## src/rtl/tmr_waveout_pkg.sv

```systemverilog
package tmr_waveout_pkg;
  typedef enum logic [1:0] {
    WM_NONE = 2'b00,
    WM_CLR  = 2'b01,
    WM_SET  = 2'b10,
    WM_TOG  = 2'b11
  } wmode_e;

  typedef enum logic [1:0] {
    SEL_CTRL = 2'd0,
    SEL_PER  = 2'd1,
    SEL_CMP  = 2'd2,
    SEL_NONE = 2'd3
  } wsel_e;

  localparam int CTL_RUN    = 0;
  localparam int CTL_SQEN   = 1;
  localparam int CTL_FLAG   = 2;
  localparam int CTL_PS_LSB = 3;
  localparam int CTL_MD_LSB = 6;
  localparam int CTL_MIN_W  = 8;
endpackage

```

## src/rtl/tmr_prescale.sv

```systemverilog
module tmr_prescale #(
  parameter int PS_W = 3,
  localparam int CW = 2 * ((1 << PS_W) - 1)
) (
  input  logic            clk,
  input  logic            rst,
  input  logic            run,
  input  logic [PS_W-1:0] psel,
  output logic            tick
);
  logic [CW-1:0] pre_q;
  logic [CW-1:0] lim;

  always_comb begin
    lim = '0;
    for (int i = 0; i < CW; i++) begin
      if (i < 2 * int'(psel)) lim[i] = 1'b1;
    end
  end

  assign tick = run && (pre_q == lim);

  always_ff @(posedge clk) begin
    if (rst || !run) pre_q <= '0;
    else if (tick)   pre_q <= '0;
    else             pre_q <= pre_q + CW'(1);
  end
endmodule

```

## src/rtl/tmr_counter.sv

```systemverilog
module tmr_counter #(
  parameter int CNT_W = 16
) (
  input  logic             clk,
  input  logic             rst,
  input  logic             run,
  input  logic             tick,
  input  logic [CNT_W-1:0] period,
  output logic [CNT_W-1:0] cnt,
  output logic             wrap
);
  logic per_nz;

  assign per_nz = (period != '0);
  assign wrap   = tick && per_nz && (cnt >= period - CNT_W'(1));

  always_ff @(posedge clk) begin
    if (rst || !run)        cnt <= '0;
    else if (wrap)          cnt <= '0;
    else if (tick && per_nz) cnt <= cnt + CNT_W'(1);
  end
endmodule

```

## src/rtl/tmr_wavegen.sv

```systemverilog
module tmr_wavegen
  import tmr_waveout_pkg::*;
#(
  parameter int CNT_W = 16
) (
  input  logic             clk,
  input  logic             rst,
  input  logic             run,
  input  logic             sq_en,
  input  wmode_e           mode,
  input  logic             tick,
  input  logic             wrap,
  input  logic [CNT_W-1:0] cnt,
  input  logic [CNT_W-1:0] cmp,
  output logic             wave
);
  logic cmp_hit;
  logic zero_hit;

  assign cmp_hit  = tick && (cnt == cmp);
  assign zero_hit = tick && (cnt == '0);

  always_ff @(posedge clk) begin
    if (rst) begin
      wave <= 1'b0;
    end else if (!run) begin
      case (mode)
        WM_CLR:  wave <= 1'b0;
        WM_SET:  wave <= 1'b1;
        default: wave <= wave;
      endcase
    end else begin
      case (mode)
        WM_NONE: if (sq_en && wrap) wave <= ~wave;
        WM_CLR: begin
          if (cmp_hit)       wave <= 1'b0;
          else if (zero_hit) wave <= 1'b1;
        end
        WM_SET: begin
          if (cmp_hit)   wave <= 1'b1;
          else if (wrap) wave <= 1'b0;
        end
        WM_TOG:  if (cmp_hit) wave <= ~wave;
        default: wave <= wave;
      endcase
    end
  end
endmodule

```

## src/rtl/tmr_waveout.sv

```systemverilog
module tmr_waveout
  import tmr_waveout_pkg::*;
#(
  parameter int CNT_W = 16,
  parameter int PS_W  = 3
) (
  input  logic             clk,
  input  logic             rst,
  input  logic             wr_en,
  input  logic [1:0]       wr_sel,
  input  logic [CNT_W-1:0] wr_data,
  output logic [CNT_W-1:0] count_o,
  output logic             wave_o,
  output logic             irq_o
);
  localparam int PS_MSB = CTL_PS_LSB + PS_W - 1;
  localparam int MD_MSB = CTL_MD_LSB + 1;

  logic            run_q;
  logic            sq_en_q;
  logic [PS_W-1:0] psel_q;
  wmode_e          mode_q;
  logic            flag_q;
  logic [CNT_W-1:0] per_q;
  logic [CNT_W-1:0] cmp_q;

  logic ctl_wr;
  logic per_wr;
  logic cmp_wr;
  logic tick;
  logic wrap;

  assign ctl_wr = wr_en && (wsel_e'(wr_sel) == SEL_CTRL);
  assign per_wr = wr_en && (wsel_e'(wr_sel) == SEL_PER);
  assign cmp_wr = wr_en && (wsel_e'(wr_sel) == SEL_CMP);

  always_ff @(posedge clk) begin
    if (rst) begin
      run_q   <= 1'b0;
      sq_en_q <= 1'b0;
      psel_q  <= '0;
      mode_q  <= WM_NONE;
      per_q   <= '0;
      cmp_q   <= '0;
    end else begin
      if (ctl_wr) begin
        run_q   <= wr_data[CTL_RUN];
        sq_en_q <= wr_data[CTL_SQEN];
        psel_q  <= wr_data[PS_MSB:CTL_PS_LSB];
        mode_q  <= wmode_e'(wr_data[MD_MSB:CTL_MD_LSB]);
      end
      if (per_wr) per_q <= wr_data;
      if (cmp_wr) cmp_q <= wr_data;
    end
  end

  always_ff @(posedge clk) begin
    if (rst)         flag_q <= 1'b0;
    else if (wrap)   flag_q <= 1'b1;
    else if (ctl_wr) flag_q <= wr_data[CTL_FLAG];
  end

  tmr_prescale #(.PS_W(PS_W)) u_pre (
    .clk  (clk),
    .rst  (rst),
    .run  (run_q),
    .psel (psel_q),
    .tick (tick)
  );

  tmr_counter #(.CNT_W(CNT_W)) u_cnt (
    .clk    (clk),
    .rst    (rst),
    .run    (run_q),
    .tick   (tick),
    .period (per_q),
    .cnt    (count_o),
    .wrap   (wrap)
  );

  tmr_wavegen #(.CNT_W(CNT_W)) u_wave (
    .clk   (clk),
    .rst   (rst),
    .run   (run_q),
    .sq_en (sq_en_q),
    .mode  (mode_q),
    .tick  (tick),
    .wrap  (wrap),
    .cnt   (count_o),
    .cmp   (cmp_q),
    .wave  (wave_o)
  );

  assign irq_o = flag_q;
endmodule

```

## config.mk

```make
export PLATFORM = sky130hd
export DESIGN_NAME = tmr_waveout
export DESIGN_NICKNAME = d
export VERILOG_FILES = /design/src/rtl/tmr_waveout_pkg.sv /design/src/rtl/tmr_prescale.sv /design/src/rtl/tmr_counter.sv /design/src/rtl/tmr_wavegen.sv /design/src/rtl/tmr_waveout.sv
export SDC_FILE = /design/constraint.sdc
export NUM_CORES = 1
export LEC_CHECK = 0
export ABC_AREA = 1
export ABC_CLOCK_PERIOD_IN_PS = 5900
export BUFFER_PORTS_ARGS = -buffer_cell sky130_fd_sc_hd__buf_2
export CAP_MARGIN = 20
export CORE_UTILIZATION = 67
export CTS_BUF_LIST = sky130_fd_sc_hd__clkbuf_2 sky130_fd_sc_hd__clkbuf_4 sky130_fd_sc_hd__clkbuf_8
export DETAILED_ROUTE_END_ITERATION = 6
export HOLD_SLACK_MARGIN = 0.08
export PLACE_DENSITY = 0.88
export SLEW_MARGIN = 20
export SYNTH_ARGS = -nofsm -noshare
export SYNTH_HDL_FRONTEND = slang
export SYNTH_SLANG_ARGS = --single-unit
export TNS_END_PERCENT = 50
```

## constraint.sdc

```tcl
create_clock -name clk -period 5.9 [get_ports clk]
set_input_delay 0.295 -clock clk [delete_from_list [all_inputs] [get_ports clk]]
set_output_delay 0.295 -clock clk [all_outputs]
set_load 0.02 [all_outputs]
```

=== Yosys cells after proc, flatten, opt, wreduce, memory -nomap -nowiden ===
Index checks and enable logic that the tools add are counted.
Widths: inputs -> output; s select.

* Multiplexer cells: 25
* Add/subtract/negate cells: 3
* Bitwise logic cells: 1
* Eq/ne operators: 11
* Reductions and logical operators: 20
* $lt $le $gt $ge: 15

{| class="wikitable"
|+ Operator list
! kind !! count
|-
| $lt 4x4->1 const A || 6
|-
| $mux 1 || 23
|-
| $add 16x1->16 const B || 1
|-
| $eq 16x16->1 || 1
|-
| $ge 16x16->1 || 1
|-
| $logic_not 16->1 || 1
|-
| $lt 3x4->1 const A || 4
|-
| $reduce_bool 16->1 || 1
|-
| $sub 16x1->16 const B || 1
|-
| $add 14x1->14 const B || 1
|-
| $eq 14x14->1 || 1
|-
| $logic_and 1x1->1 || 9
|-
| $lt 1x4->1 const A || 2
|-
| $lt 2x4->1 const A || 2
|-
| $ne 4x2->1 const B || 2
|-
| $eq 2x2->1 const B || 3
|-
| $ne 3x2->1 const B || 2
|-
| $reduce_and 5->1 || 1
|-
| $eq 2x1->1 const B || 2
|-
| $logic_not 2->1 || 2
|-
| $pmux 1 s4 || 1
|-
| $reduce_or 2->1 || 2
|-
| $reduce_bool 3->1 || 1
|-
| $pmux 1 s2 || 1
|-
| 4 further kinds || 4
|}

* Logic and storage cells: 85
* Input bits: 21
* Output and inout port bits: 18
* Register bits after elaboration: 71

=== Longest topological paths before layout ===
Gate-level depths: netlist (run 1).

* Depth after elaboration: 10
* Mapped depth: 24
* Gate-level depth less buffers: 24

=== Cells and area by module ===
A second synthesis (run 1) with hierarchy kept.

* Cell total of the unflattened synthesis: 696
* Area total of the unflattened synthesis: 4619.4 um^2

{| class="wikitable"
|+ Modules (own cells, without submodules)
! module !! area an instance (um^2) !! sequential area each (um^2) !! cells each !! instances
|-
| tmr_counter || 1699.1 || 320.3 || 265 || 1
|-
| tmr_waveout || 1460.2 || 800.8 || 182 || 1
|-
| tmr_prescale || 885.8 || 280.3 || 131 || 1
|-
| tmr_wavegen || 574.3 || 20.0 || 118 || 1
|}

=== Worst setup path after synthesis (run 1) ===
Ideal clock, no wire load.

* Kind: register to register
* Start: register per_q[0]
* End: register u_wave.wave
* Arrival time: 2.593 ns
* Path buffers: 0
* Stages on the path, launching flop included: 21
* Library setup time: 0.115 ns
* Clock period less this slack: 2.708 ns
* Path slack: 3.192 ns
* Required time: 5.785 ns
* Cells stage by stage: dfxtp_1 -> inv_1 -> nand3_1 -> nor3_2 -> nand3_1 -> nor3_2 -> nand4_1 -> nor3_1 -> xor2_1 -> inv_1 -> ha_1 -> a21oi_1 -> o21ai_0 -> nor2_1 -> nand2_1 -> nand2_2 -> nand2_1 -> nand2_1 -> nand2_1 -> a21oi_1 -> nor2_1

* Cells in the longest elaborated chain, start to end: 6
* Elaborated cells on any way between the ends: 9
* Classes of those cells: 1 x add/sub; 1 x order compare; 2 x eq/ne; 5 x reduce/logical

{| class="wikitable"
|+ Ends and longest elaborated chain
! element !! RTL line !! RTL
|-
| start: declaration || tmr_waveout.sv:24 || <nowiki>logic [CNT_W-1:0] per_q;</nowiki>
|-
| start signal: assignment || tmr_waveout.sv:52 || <nowiki>if (per_wr) per_q <= wr_data;</nowiki>
|-
| $sub 16x1->16 / $reduce_bool 16->1 (equally long branches) || tmr_counter.sv:15, tmr_counter.sv:14 ||
|-
| $ge 16x16->1 / $logic_and 1x1->1 (equally long branches) || tmr_counter.sv:15 || <nowiki>assign wrap = tick && per_nz && (cnt >= period - CNT_W'(1));</nowiki>
|-
| $logic_and 1x1->1 (*) || tmr_counter.sv:15 ||
|-
| $logic_and 1x1->1 || tmr_wavegen.sv:34 || <nowiki>WM_NONE: if (sq_en && wrap) wave <= ~wave;</nowiki>
|-
| $ne 3x2->1 (no line) || -- ||
|-
| $reduce_and 5->1 (no line) (*) || -- ||
|-
| end signal: assignment || tmr_wavegen.sv:34 ||
|-
| end signal: assignment || tmr_wavegen.sv:43 || <nowiki>WM_TOG: if (cmp_hit) wave <= ~wave;</nowiki>
|-
| end signal: assignment || tmr_wavegen.sv:44 || <nowiki>default: wave <= wave;</nowiki>
|-
| end: declaration || tmr_wavegen.sv:15 || <nowiki>output logic wave</nowiki>
|}

Mark *: on every way between the ends. The rest lies on a longest branch, timed or not.
A chain may end at the register's enable or synchronous reset.

=== Worst setup path in the final report (run 1) ===
* Start: register per_q[0]
* End: register u_cnt.cnt[6]

* Cells in the longest elaborated chain, start to end: 4
* Elaborated cells on any way between the ends: 6
* Classes of those cells: 1 x add/sub; 1 x order compare; 4 x reduce/logical

{| class="wikitable"
|+ Ends and longest elaborated chain
! element !! RTL line !! RTL
|-
| $sub 16x1->16 / $reduce_bool 16->1 (equally long branches) || tmr_counter.sv:15, tmr_counter.sv:14 ||
|-
| $ge 16x16->1 / $logic_and 1x1->1 (equally long branches) || tmr_counter.sv:15, tmr_counter.sv:20 ||
|-
| $logic_and 1x1->1 || tmr_counter.sv:15 ||
|-
| $reduce_or 2->1 (no line) || -- ||
|-
| end signal: assignment || tmr_counter.sv:20 || <nowiki>else if (tick && per_nz) cnt <= cnt + CNT_W'(1);</nowiki>
|-
| end: declaration || tmr_counter.sv:9 || <nowiki>output logic [CNT_W-1:0] cnt,</nowiki>
|}

Several ways; a longest one is shown, not always the timed one.

==> results.yml, run 1 <==
clock_network:
  ctsHoldBuffers: 0
  insertion_delay_ns: 0.35
  cts_resized: 0
  cts_num_sinks: 71
  cts_root_buffer: "clkbuf_8"
  post_cts_buffers: 0
  htree_levels: 3
  cts.clk_slew.worst_paths_ns: 0.07
  clockBufferDepth: 2
  cts_made_buffers: 9
  cts_tree: "yes"
yosys:
  synth-edff-count: 0
  synth_area_per_cell_um2: 6.68
  syn_nets: 691
  ys_ff_latch: 71
  async_flop_share_pct: 0
  seq_area_frac_synth_pct: 32.9
  ys_types: 35
  synth_area_mm2: 0.00432
  ys_warn_count: 0
  syn_inst: 646
  ys.flop_type: "dfxtp_1"
sta:
  min_period_ns: 3.27
  setup_viol: 0
  finalCritPeriodShare_pct: 55.4
  holdWs_ns: 0.134
  slew_viol_final: 0
  finalWorstSetupSlack_ns: 2.63
  tightestPinTransition_ns: 0.990
  rsz0062_at_grt: "false"
  clock_skew_ns: 0.00849
  fmax_ghz: 0.306
  slew_headroom_pct: 33.8
  timing_hold_violations_final: 0
  setup_tns_ns: 0
setup_path:
  worstSetupEndpointType: "flip-flop"
  slowest_delay_ns: 0.31
  crit_path_start_kind: "flip-flop"
  crit_path_max_fanout: 10
  cp_slowest_cell: "dfxtp_1"
  critPathTopFamily: "simple AND/OR/NAND/NOR gates"
  path_buf_inv: 3
  critPathKind: "reg -> reg"
  arrival_ns: 3.55
  required_ns: 6.18
  path_cells: "inv_1 > nand3_1 > nor3_2 > nand3_1 > nor3_2 > nand4_1 > nor3_1 > xor2_1 > inv_1 > ha_1 > a21oi_1 > o21ai_0 > nor2_1 > nand2_1 > nand2_2 > nand2_4 > inv_2 > o21ai_1 > a21oi_1"
placed_design:
  place_ws_ns: 2.78
  io_buffers: 38
  globalplace.congestion: 0.984
  dp_hpwl_um: 8000
route:
  wl_um: 10500
  num_vias: 4314
  route.detailed.drc: 0
  ant_nets: 0
  dr.pass1.iters: 5
  drt_iter0_drc: 348
  vias_per_cell: 5.70
  wl_per_cell_um: 13.9
layout:
  fill_cells: 508
  multi_input_area_mm2: 0.00248
  antennaDiodeCount: 0
  nets: 725
  seqCellArea_mm2: 0.00142
  area_delta_synth_final_pct: 8.64
  drive_gt1_share_pct: 11.0
run:
  drv_cap: 0
grt:
  track_usage_pct: 33.8
  grt_overflow: 0
  grt_pass1_vias: 3850
  grt_antenna_before_repair: 0
  grt_pass1_wl_um: 17200
  grt_max_degree: 41
floorplan:
  die_h_um: 82.3
  core-area_mm2: 0.00606
  io_pins: 39
  dieWidth_um: 82.3
  rows: 28
  initial_core_util_pct: 71.2
  fp.dieArea_mm2: 0.00677
power:
  vdd_drop_max_mv: 0.147
  power.total_mw: 1.01
  p_per_area_mw_per_mm2: 216
  power.leakage_nw: 2.16
outcome:
  status: "finished, final reports clean"
min_path:
  hold_class: "in -> reg"
synth_stat cells (3+ instances only):
| master | instances | area share [%] |
|---|---|---|
| nor2_4 | 3 | 0.78 |
| nand2_2 | 4 | 0.58 |
| dfxtp_1 | 71 | 33 |
| o21ai_1 | 4 | 0.46 |
| nand2_1 | 151 | 13 |
| clkbuf_1 | 10 | 0.87 |
| nor2_2 | 5 | 0.72 |
| xnor2_1 | 11 | 2.2 |
| xor2_1 | 23 | 4.7 |
| nor3b_1 | 4 | 0.70 |
| nand3_1 | 29 | 3.4 |
| o21ai_0 | 43 | 5.0 |
| nand4_1 | 13 | 1.9 |
| inv_2 | 5 | 0.43 |
| a21oi_1 | 55 | 6.4 |
| nor3_1 | 11 | 1.3 |
| ha_1 | 24 | 7.0 |
| nor2_1 | 70 | 6.1 |
| inv_1 | 88 | 7.7 |
worst register-to-register path, stage by stage (launching register included):
cell and delay [ns]:
dfxtp_1 0.31, inv_1 0.12, nand3_1 0.15, nor3_2 0.18, nand3_1 0.18, nor3_2 0.28
nand4_1 0.20, nor3_1 0.21, xor2_1 0.17, inv_1 0.06, ha_1 0.31, a21oi_1 0.15
o21ai_0 0.10, nor2_1 0.12, nand2_1 0.11, nand2_2 0.13, nand2_4 0.11, inv_2 0.13
o21ai_1 0.07, a21oi_1 0.12
logic make-up (layout without fill, tap and decap cells):
group / after synthesis / count (layout) / share of synthesized area, %
flip-flops: 71 / 71 / 32.9
buffers and inverters: 108 / 144 / 9.63
XOR/XNOR: 34 / 34 / 6.90
AO/OA/AOI/OAI: 110 / 110 / 13.3
AND/OR/NAND/NOR: 299 / 299 / 30.3
adder cells (fa/ha/maj): 24 / 24 / 6.96
per-layer routing:
metal / vias to the layer above / global-route usage (%) / part of all wire [%]
li1: 2138 / - / -
met1: 1964 / 43.3 / 44
met2: 182 / 53.8 / 45
met3: 30 / 6.37 / 7.1
met4: 0 / 17.5 / 3.4
met5: - / 0 / 0
placed cells by master (no fill, tap or decap), types with 2 or more instances in the layout:
cell and n:
nor2_2 5, xor2_1 23, nor4_1 2, o21ai_1 4, nand2_1 151, nor2_4 3, o21bai_1 2, nand2_2 4
nor3_1 11, nor3b_1 4, nor3_2 2, xnor2_1 11, o21a_1 2, nor2_1 70, clkbuf_8 10, inv_1 88
inv_2 5, dfxtp_1 71, o21ai_0 43, nand4_1 13, clkinv_2 2, nand3_1 29, buf_2 38, ha_1 24
a21oi_1 55
metrics by stage:
stage               cell area (µm²)  utilization (%)  std cells
floorplan                      4320                -        646
global placement               4530             74.8        744
detailed placement             4530             74.8        744
CTS                            4690             77.4        757
global route                   4690             77.4        757
finish                         4690             77.4        757
path summary, 6_finish.rpt:
kind                                from      endpoint  slack (ns)  cells past startpoint
worst min-delay path                 rst         irq_o        0.13                      2
worst min register to register  cmp_q[7]      cmp_q[7]        0.47                      2
worst max-delay path            per_q[0]  u_cnt.cnt[6]        2.63                     19
worst max register to register  per_q[0]  u_cnt.cnt[6]        2.63                     19
final cells by class:
type	count	share of cell area, %
Multi-Input combinational cell	467	52.9
Inverter	93	7.45
Clock buffer	11	3.10
Clock inverter	2	0.214
Timing Repair Buffer	38	4.06
Tap cell	75	2.00
Sequential cell	71	30.3
registers in the layout (all words and copies together), names as in the netlist:
name,cells
u_wave.wave,1
cmp_q,16
run_q,1
psel_q,3
per_q,16
u_pre.pre_q,14
mode_q,2
irq_o,1
u_cnt.cnt,16
sq_en_q,1
report_power, final:
part	leakage (nW)	switching [mW]	internal [mW]	total, mW
Clock	0.0843	0.172	0.160	0.332
Sequential	0.577	0.0129	0.494	0.507
Combinational	1.50	0.112	0.0617	0.174
Total	2.16	0.297	0.717	1.01
Power figures use the tool's default switching activity.
==> run 2, diff against run 1 <==
--- a/config.mk
+++ b/config.mk
@@ -6,14 +6,14 @@
 export NUM_CORES = 1
 export LEC_CHECK = 0
 export ABC_AREA = 1
-export ABC_CLOCK_PERIOD_IN_PS = 5900
+export ABC_CLOCK_PERIOD_IN_PS = 3150
 export BUFFER_PORTS_ARGS = -buffer_cell sky130_fd_sc_hd__buf_2
 export CAP_MARGIN = 20
-export CORE_UTILIZATION = 67
+export CORE_UTILIZATION = 62
 export CTS_BUF_LIST = sky130_fd_sc_hd__clkbuf_2 sky130_fd_sc_hd__clkbuf_4 sky130_fd_sc_hd__clkbuf_8
 export DETAILED_ROUTE_END_ITERATION = 6
 export HOLD_SLACK_MARGIN = 0.08
-export PLACE_DENSITY = 0.88
+export PLACE_DENSITY = 0.83
 export SLEW_MARGIN = 20
 export SYNTH_ARGS = -nofsm -noshare
 export SYNTH_HDL_FRONTEND = slang
==> constraint.sdc (replaced) <==
create_clock -name clk -period 3.15 [get_ports clk]
set_input_delay 0.1575 -clock clk [delete_from_list [all_inputs] [get_ports clk]]
set_output_delay 0.1575 -clock clk [all_outputs]
set_load 0.02 [all_outputs]
==> run 2 against run 1 <==
Global-route usage shrank 3.5 points. Power grew 120%. Non-clock buffer count grew 14. Final area grew 6.1%. Register-to-register slack lost 2.5 ns. Setup slack lost 2.5 ns. Highest routed layer unchanged. Die area grew 7.9%. Largest power group unchanged. Clock skew shrank 0.0024 ns.
==> results.yml, run 2 (synthesis gave the netlist of run 1 again) <==
clock_network:
  cts_made_buffers: 9
  clockBufferDepth: 2
  htree_levels: 3
  insertion_delay_ns: 0.35
  cts_root_buffer: "clkbuf_8"
  cts_tree: "yes"
  cts_num_sinks: 71
  cts.clk_slew.worst_paths_ns: 0.08
floorplan:
  fp.dieArea_mm2: 0.00730
  rows: 30
  initial_core_util_pct: 63.9
  dieWidth_um: 85.4
  io_pins: 39
  core-area_mm2: 0.00676
  die_h_um: 85.4
power:
  power.leakage_nw: 2.27
  power.total_mw: 2.18
  p_per_area_mw_per_mm2: 438
  vdd_drop_max_mv: 0.332
min_path:
  hold_class: "in -> reg"
sta:
  finalWorstSetupSlack_ns: 0.106
  fmax_ghz: 0.328
  min_period_ns: 3.04
  clock_skew_ns: 0.00605
  rsz0062_at_grt: "true"
  holdWs_ns: 0.0870
  tightestPinTransition_ns: 1.04
  slew_headroom_pct: 30.7
  setup_tns_ns: 0
  slew_viol_final: 0
  setup_viol: 0
  timing_hold_violations_final: 0
  finalCritPeriodShare_pct: 96.7
route:
  drt_iter0_drc: 342
  vias_per_cell: 5.56
  num_vias: 4333
  dr.pass1.iters: 5
  ant_nets: 0
  wl_um: 11400
  wl_per_cell_um: 14.6
  route.detailed.drc: 0
layout:
  design_area_mm2: 0.00497
  nets: 739
  layout_common_cells: "nand2_1, inv_1, dfxtp_1, nor2_1, a21oi_1"
  seqCellArea_mm2: 0.00142
  fin_cells: 779
  fill_cells: 528
  final_core_utilization_pct: 73.6
  multi_input_area_mm2: 0.00257
  reg_top3: "cmp_q: 16 flops, per_q: 16 flops, u_cnt.cnt: 16 flops"
  antennaDiodeCount: 0
  drive_gt1_share_pct: 15.2
  mostFrequentLayoutCell: "nand2_1"
  area_delta_synth_final_pct: 15.3
placed_design:
  io_buffers: 38
  place_ws_ns: 0.0359
  globalplace.congestion: 0.889
  placed_area_mm2: 0.00454
  dp.cells: 749
  dp_hpwl_um: 7850
grt:
  track_usage_pct: 30.3
  grt_antenna_before_repair: 0
  grt_pass1_vias: 3668
  grt_overflow: 0
  grt_max_degree: 41
  grt_pass1_wl_um: 17300
setup_path:
  cp_slowest_cell: "dfxtp_1"
  worstSetupEndpointType: "flip-flop"
  slowest_delay_ns: 0.31
  arrival_ns: 3.34
  path_buf_inv: 3
  critPathKind: "reg -> reg"
  path_cells: "inv_2 > nand3_4 > nor3_4 > nand3_2 > nor3_4 > nand4_1 > nor3_2 > xor2_1 > inv_1 > ha_4 > a21oi_1 > o21ai_0 > nor2_1 > nand2_2 > nand2_2 > nand2_4 > buf_4 > a21oi_1 > o21a_1"
  crit_path_start_kind: "flip-flop"
  critPathTopFamily: "simple AND/OR/NAND/NOR gates"
  crit_path_max_fanout: 6
  required_ns: 3.45
run:
  drv_cap: 0
outcome:
  status: "finished, final reports clean"
-- run 2: repair_timing --
item | in CTS | in global routing
endpoints found under the setup margin | 4 | 18
hold buffers | 2 | 0
endpoints found under the hold margin | 2 | 0
pin swaps | 2 | 14
buffers inserted | 1 | 11
gates resized for setup | 1 | 21
-- run 2: power breakdown --
group          switching [mW]  leakage [nW]  internal [mW]
clock network           0.354         0.112          0.488
registers              0.0272         0.578          0.926
logic                   0.237          1.58          0.148
-- run 2: per-layer routing --
metal / up-vias / part of all wire [%] / track usage [%]
li1: 2169 / - / -
met1: 1952 / 44 / 42.3
met2: 188 / 46 / 47.5
met3: 24 / 8.0 / 4.67
met4: 0 / 1.9 / 10.9
met5: - / 0 / 0
-- run 2: worst min-delay path: stages --
cell and delay (ns):
buf_2 0.09, o21ai_0 0.08, nor2_1 0.08
-- run 2: final cells by class --
| class | instances | area share, % |
|---|---|---|
| multi-input cells | 467 | 51.6 |
| flip-flops and latches | 71 | 28.6 |
| inverters | 93 | 7.07 |
| repair buffers | 52 | 6.04 |
| clock buffers | 11 | 3.04 |
| well taps | 80 | 2.01 |
| clock inverters | 5 | 1.61 |
-- run 2: final timing paths --
check                 start        endpoint  slack, ns  cells after the start
max                per_q[1]   u_cnt.cnt[12]       0.11                     19
min              wr_data[9]        cmp_q[9]       0.09                      3
min reg2reg  u_pre.pre_q[0]  u_pre.pre_q[0]       0.47                      1
max reg2reg        per_q[1]   u_cnt.cnt[12]       0.11                     19
